$ cat src/rtl/clkrst_flag_pkg.sv
package clkrst_flag_pkg;

  localparam int REG_W    = 8;

  // Bit positions; software decodes these, so they are fixed.
  localparam int BIT_TMR  = 7;
  localparam int BIT_POR  = 6;
  localparam int BIT_LVR  = 5;
  localparam int BIT_LCHG = 4;
  localparam int BIT_LOCK = 3;
  localparam int BIT_ILA  = 2;
  localparam int BIT_OCHG = 1;
  localparam int BIT_OSC  = 0;

  // Sticky flags (write-1-to-clear); the remaining bits are live status.
  localparam logic [REG_W-1:0] FLAG_MASK = (REG_W'(1) << BIT_TMR)  |
                                           (REG_W'(1) << BIT_POR)  |
                                           (REG_W'(1) << BIT_LVR)  |
                                           (REG_W'(1) << BIT_LCHG) |
                                           (REG_W'(1) << BIT_ILA)  |
                                           (REG_W'(1) << BIT_OCHG);

  // Strobes from control to datapath.
  typedef struct packed {
    logic [REG_W-1:0] setMask;
    logic [REG_W-1:0] clrMask;
    logic             lockLvl;
    logic             oscLvl;
  } flagCtl_t;

endpackage

$ cat src/rtl/status_sync.sv
module status_sync #(
  parameter int STAGES = 2
) (
  input  logic clk,
  input  logic rstN,
  input  logic din,
  output logic dout
);

  logic [STAGES-1:0] chain;

  always_ff @(posedge clk or negedge rstN) begin
    if (!rstN) chain <= '0;
    else       chain <= {chain[STAGES-2:0], din};
  end

  assign dout = chain[STAGES-1];

endmodule

$ cat src/rtl/clkrst_flag_ctrl.sv
module clkrst_flag_ctrl
  import clkrst_flag_pkg::*;
#(
  parameter int SYNC_STAGES = 2
) (
  input  logic             clk,
  input  logic             rstN,
  input  logic             wrEn,
  input  logic [REG_W-1:0] wrData,
  input  logic             tmrTick,
  input  logic             lvrEvt,
  input  logic             ilaEvt,
  input  logic             lockIn,
  input  logic             oscIn,
  input  logic             fullStopEntry,
  output flagCtl_t         ctl
);

  localparam int N_CH     = 2;             // channel 1: lock, channel 0: oscillator
  localparam int WARM_CNT = SYNC_STAGES + 1;
  localparam int CNT_W    = $clog2(WARM_CNT + 1);

  logic [N_CH-1:0]  rawIn;
  logic [N_CH-1:0]  syncd;
  logic [N_CH-1:0]  vis;
  logic [N_CH-1:0]  prevVis;
  logic [N_CH-1:0]  chg;
  logic [CNT_W-1:0] warmCnt;
  logic             warm;
  logic             stopHold;

  assign rawIn = {lockIn, oscIn};

  for (genvar c = 0; c < N_CH; c++) begin : gSync
    status_sync #(.STAGES(SYNC_STAGES)) u_sync (
      .clk  (clk),
      .rstN (rstN),
      .din  (rawIn[c]),
      .dout (syncd[c])
    );
  end

  // Hold off change detection until the history holds a real synchronized value.
  always_ff @(posedge clk or negedge rstN) begin
    if (!rstN)                          warmCnt <= '0;
    else if (warmCnt != CNT_W'(WARM_CNT)) warmCnt <= warmCnt + 1'b1;
  end
  assign warm = (warmCnt == CNT_W'(WARM_CNT));

  // Full stop forces the oscillator status low until the input is seen low.
  always_ff @(posedge clk or negedge rstN) begin
    if (!rstN)              stopHold <= 1'b0;
    else if (fullStopEntry) stopHold <= 1'b1;
    else if (!syncd[0])     stopHold <= 1'b0;
  end

  assign vis[1] = syncd[1];
  assign vis[0] = syncd[0] & ~stopHold;

  always_ff @(posedge clk or negedge rstN) begin
    if (!rstN) prevVis <= '0;
    else       prevVis <= vis;
  end

  assign chg = warm ? (vis ^ prevVis) : '0;

  always_comb begin
    ctl          = '0;
    ctl.setMask[BIT_TMR]  = tmrTick;
    ctl.setMask[BIT_LVR]  = lvrEvt;
    ctl.setMask[BIT_ILA]  = ilaEvt;
    ctl.setMask[BIT_LCHG] = chg[1];
    ctl.setMask[BIT_OCHG] = chg[0];
    ctl.clrMask           = wrEn ? (wrData & FLAG_MASK) : '0;
    ctl.lockLvl           = vis[1];
    ctl.oscLvl            = vis[0];
  end

  AST_LOCK_CHG: assert property (@(posedge clk) disable iff (!rstN)
    (warm && !$stable(vis[1])) |-> ctl.setMask[BIT_LCHG]);
  AST_OSC_CHG: assert property (@(posedge clk) disable iff (!rstN)
    (warm && !$stable(vis[0])) |-> ctl.setMask[BIT_OCHG]);
  AST_STOP_LOW: assert property (@(posedge clk) disable iff (!rstN)
    fullStopEntry |=> !vis[0]);
  AST_WARM_QUIET: assert property (@(posedge clk) disable iff (!rstN)
    !warm |-> !(ctl.setMask[BIT_LCHG] || ctl.setMask[BIT_OCHG]));

endmodule

$ cat src/rtl/clkrst_flag_dp.sv
module clkrst_flag_dp
  import clkrst_flag_pkg::*;
(
  input  logic             clk,
  input  logic             rstN,
  input  logic             porRstN,
  input  flagCtl_t         ctl,
  input  logic             tmrIrqEn,
  input  logic             lockIrqEn,
  input  logic             oscIrqEn,
  output logic [REG_W-1:0] rdData,
  output logic             tmrIrq,
  output logic             lockIrq,
  output logic             oscIrq
);

  logic [REG_W-1:0] regQ;

  for (genvar i = 0; i < REG_W; i++) begin : gBit
    if (i == BIT_POR) begin : gPor
      logic bitQ;
      always_ff @(posedge clk or negedge porRstN) begin
        if (!porRstN) bitQ <= 1'b1;
        else          bitQ <= ctl.setMask[i] | (bitQ & ~ctl.clrMask[i]);
      end
      assign regQ[i] = bitQ;

      AST_POR_KEEP: assert property (@(posedge clk) disable iff (!porRstN)
        (bitQ && !ctl.clrMask[i]) |=> bitQ);
    end else if (FLAG_MASK[i]) begin : gFlag
      logic bitQ;
      always_ff @(posedge clk or negedge rstN) begin
        if (!rstN) bitQ <= 1'b0;
        else       bitQ <= ctl.setMask[i] | (bitQ & ~ctl.clrMask[i]);
      end
      assign regQ[i] = bitQ;

      AST_SET_WINS: assert property (@(posedge clk) disable iff (!rstN)
        ctl.setMask[i] |=> bitQ);
      AST_FLAG_STICKY: assert property (@(posedge clk) disable iff (!rstN)
        (bitQ && !ctl.clrMask[i]) |=> bitQ);
    end else if (i == BIT_LOCK) begin : gLock
      assign regQ[i] = ctl.lockLvl;
    end else begin : gOsc
      assign regQ[i] = ctl.oscLvl;
    end
  end

  assign rdData  = regQ;
  assign tmrIrq  = regQ[BIT_TMR]  & tmrIrqEn;
  assign lockIrq = regQ[BIT_LCHG] & lockIrqEn;
  assign oscIrq  = regQ[BIT_OCHG] & oscIrqEn;

endmodule

$ cat src/rtl/clkrst_status_reg.sv
module clkrst_status_reg
  import clkrst_flag_pkg::*;
#(
  parameter int SYNC_STAGES = 2
) (
  input  logic             clk,
  input  logic             porRstN,
  input  logic             rstN,
  input  logic             wrEn,
  input  logic [REG_W-1:0] wrData,
  output logic [REG_W-1:0] rdData,
  input  logic             tmrTick,
  input  logic             lvrEvt,
  input  logic             ilaEvt,
  input  logic             lockIn,
  input  logic             oscIn,
  input  logic             fullStopEntry,
  input  logic             tmrIrqEn,
  input  logic             lockIrqEn,
  input  logic             oscIrqEn,
  output logic             tmrIrq,
  output logic             lockIrq,
  output logic             oscIrq
);

  logic     sysRstN;
  flagCtl_t ctl;

  assign sysRstN = porRstN & rstN;

  clkrst_flag_ctrl #(.SYNC_STAGES(SYNC_STAGES)) u_ctrl (
    .clk           (clk),
    .rstN          (sysRstN),
    .wrEn          (wrEn),
    .wrData        (wrData),
    .tmrTick       (tmrTick),
    .lvrEvt        (lvrEvt),
    .ilaEvt        (ilaEvt),
    .lockIn        (lockIn),
    .oscIn         (oscIn),
    .fullStopEntry (fullStopEntry),
    .ctl           (ctl)
  );

  clkrst_flag_dp u_dp (
    .clk       (clk),
    .rstN      (sysRstN),
    .porRstN   (porRstN),
    .ctl       (ctl),
    .tmrIrqEn  (tmrIrqEn),
    .lockIrqEn (lockIrqEn),
    .oscIrqEn  (oscIrqEn),
    .rdData    (rdData),
    .tmrIrq    (tmrIrq),
    .lockIrq   (lockIrq),
    .oscIrq    (oscIrq)
  );

endmodule

$ cat config.mk
export PLATFORM = sky130hd
export DESIGN_NAME = clkrst_status_reg
export DESIGN_NICKNAME = d
export VERILOG_FILES = /design/src/rtl/clkrst_flag_pkg.sv /design/src/rtl/status_sync.sv /design/src/rtl/clkrst_flag_ctrl.sv /design/src/rtl/clkrst_flag_dp.sv /design/src/rtl/clkrst_status_reg.sv
export SDC_FILE = /design/constraint.sdc
export NUM_CORES = 1
export LEC_CHECK = 0
export CAP_MARGIN = 10
export CELL_PAD_IN_SITES_DETAIL_PLACEMENT = 0
export CELL_PAD_IN_SITES_GLOBAL_PLACEMENT = 1
export CORE_MARGIN = 8
export CORE_UTILIZATION = 30
export DETAILED_ROUTE_END_ITERATION = 10
export PLACE_DENSITY = 0.73
export SETUP_SLACK_MARGIN = 0.02
export SLEW_MARGIN = 20
export SYNTH_ARGS = -nofsm -noshare
export SYNTH_HDL_FRONTEND = slang
export SYNTH_HIERARCHICAL = 1
export SYNTH_SLANG_ARGS = --single-unit
$ cat constraint.sdc
create_clock -name clk -period 1.5 [get_ports clk]
set_input_delay 0.225 -clock clk [delete_from_list [all_inputs] [get_ports clk]]
set_output_delay 0.225 -clock clk [all_outputs]
set_load 0.05 [all_outputs]
==> metrics.csv <==
stage,metric,value,unit
worst_setup_path,Crit Path Category,reg -> out,
floorplan,initial core utilization,31.50,%
job,Max-Cap Viols,0,
worst_setup_path,CP Data Arrival Time,1.07,ns
clock_network,clk slew on worst S/H paths,0.10,ns
timing,Final Hold Vio Count,0,
route,DR top layer,met3,
status,status,completed,
logic_synthesis,"Avg Cell Area, Syn",11.42,um2
clock_network,root buffer cell,clkbuf_4,
route,DRT Pass-1 Iters,2,
worst_setup_path,reg2reg end,u_dp/gBit[1].gFlag.bitQ,
clock_network,cts bufs inserted,3,
timing,Fmax achieved,771.8,MHz
route,final wirelength,1225,um
timing,max-slew violation count,0,
clock_network,Max Root-Sink Buffers,2,
grt,gr usage total,6.241,%
route,Vias,423,
clock_network,CTS tree,done,
route,Routed WL per cell,11.14,um
floorplan,Core Area,2212,um2
pwr,Clock power frac,24.1,%
timing,fin crit share,86.38,%
worst_setup_path,Worst setup EP type,output port,
clock_network,H-tree depth,1,
clock_network,"Gates resized, CTS repair",0,
route,met3 WL,126,um
route,met2 WL,640,um
logic_synthesis,Syn Inst Count,61,
layout,Syn-to-layout area delta,46.32,%
logic_synthesis,Synth Cell Area,696.9,um2
layout,n_diodes,0,
floorplan,Ports,32,
floorplan,die height,64.20,um
clock_network,setup bufs post-CTS,0,
pwr,Pwr per Cell Area,925.4,nW/um2
route,drt initial violations,3,
pwr,switch share,29.29,%
layout,Util after Layout,46.10,%
grt,initial antenna violation count,0,
grt,pin count of the biggest net entering global routing,15,
worst_setup_path,Setup crit start kind,flip-flop,
worst_setup_path,worst-path fanout max,3,
layout,Final #Nets,105,
clock_network,TritonCTS Sinks,15,
clock_network,hold_buf cts,0,
worst_setup_path,"CP delay by family, top",flip-flops,
logic_synthesis,Syn Nets,83,
placed_design,DPL Wire Length,1030,um
timing,RSZ-0062 raised after global routing,false,
pwr,Flop pwr share,47.4,%
grt,first-pass GRT wire length,2056,um
pwr,worst vdd ir,0.0007052,V
logic_synthesis,Synthesis Warnings,6,
worst_setup_path,FF-to-FF Start,u_ctrl/warmCnt[0],
floorplan,Die X-Extent,64.20,um
min_path,Hold Crit Class,in -> async,
floorplan,Site Rows,17,
placed_design,RD Place Congestion,0.6308,
timing,Setup-failing EPs final,0,
layout,layout cells sized above 1,24.39,%
route,"antenna viol nets, final",0,
worst_setup_path,CP Depth,2,
route,metal1 wirelength,458,um
clock_network,clk_lat worst skew,0.28,ns
pwr,sw power,0.2764,mW
timing,Worst Clk Skew,0.008000,ns
worst_setup_path,Max stage delay on crit path,0.41,ns
pwr,combinational fraction of design power,28.5,%
worst_setup_path,worst reg2reg path depth,4,
route,vias per cell,3.845,
route,Remaining DRCs,0,
worst_setup_path,critical path required time,1.27,ns
layout,fillcell total,220,
timing,crit path time final,1.296,ns
pwr,Leak,0.4634,nW
pwr,P_int,0.6673,mW
worst_setup_path,Crit-path slowest cell,dfrtp_1,
grt,vias in the first global route,472,
worst_setup_path,Worst Path Buf+Inv,1,
floorplan,die area,4122,um2
worst_setup_path,r2r setup slk,0.38,ns
worst_setup_path,crit-path cells,"nor2b_2, buf_12",
timing,Setup TNS,0,ns
pwr,Power Total,0.9437,mW
grt,grt ovf,0,
placed_design,IO Port Bufs,29,
cell type report:
cell class | count | area (um2) | area share (%)
clock buffers | 3 | 22.52 | 2.209
clock inverters | 1 | 5.005 | 0.4908
inverters | 6 | 22.52 | 2.209
multi-input cells | 27 | 200.2 | 19.63
flip-flops and latches | 15 | 376.6 | 36.93
well taps | 28 | 35.03 | 3.436
repair buffers | 30 | 357.8 | 35.09
worst max-delay path by stage:
stage,from,end,slack [ns]
2_1_floorplan,u_ctrl/warmCnt[0],u_dp/gBit[4].gFlag.bitQ,0.44
3_3_place_gp,wrEn,u_dp/gBit[1].gFlag.bitQ,0.23
3_5_place_dp,wrEn,u_dp/gBit[1].gFlag.bitQ,0.24
4_1_cts,u_ctrl/stopHold,rdData[0],0.19
5_1_grt,u_ctrl/stopHold,rdData[0],0.15
6_report,u_ctrl/stopHold,rdData[0],0.20
worst register-to-register path, delay by kind of cell, from the launching register on:
| kind | cells | cell delay, ns |
|---|---|---|
| flip-flops | 1 | 0.40 |
| adder cells (fa/ha/maj) | 1 | 0.28 |
| AO/OA/AOI/OAI | 2 | 0.22 |
| AND/OR/NAND/NOR | 1 | 0.12 |
power groups by stage:
stage	logic [mW]	registers, mW	clock network (mW)
after floorplan	0.165	0.448	0
after global placement	0.271	0.455	0
after detailed placement	0.274	0.456	0
after CTS	0.274	0.448	0.243
after global routing	0.284	0.451	0.257
final	0.269	0.448	0.227
per-stage QoR:
step	setup slack (ns)	hold WS [ns]	std cells	cell area, um2
after floorplan	0.4414	0.07716	61	696.9
after CTS	0.1877	0.2591	110	1020
after global routing	0.1498	0.2526	110	1020
after global placement	0.2312	0.3324	106	992.2
final	0.2043	0.2694	110	1020
after detailed placement	0.2394	0.3362	106	992.2
layout by cell type, fill, tap and decap left out, drive strengths merged:
cell type,n
dfrtp,14
and2,11
clkinv,1
clkbuf,3
inv,6
nand4bb,1
mux2,1
xor2,1
nand2,1
o21ai,1
buf,12
conb,1
ha,1
clkdlybuf4s50,18
xnor2,1
dfstp,1
nor2b,1
a21o,7
registers in the layout (all words and copies together), names as in the netlist:
signal / count
u_ctrl/prevVis: 2
u_dp/gBit.gFlag.bitQ: 5
u_ctrl/stopHold: 1
u_ctrl/warmCnt: 2
u_ctrl/gSync.u_sync/chain: 4
u_dp/gBit.gPor.bitQ: 1
per-layer routing:
metal,vias up,GRT usage (%)
li1,217,-
met1,192,5.882
met2,14,10.92
met3,0,3.659
met4,0,2.452
met5,-,0
No activity file was read; power rests on OpenSTA's default activity.
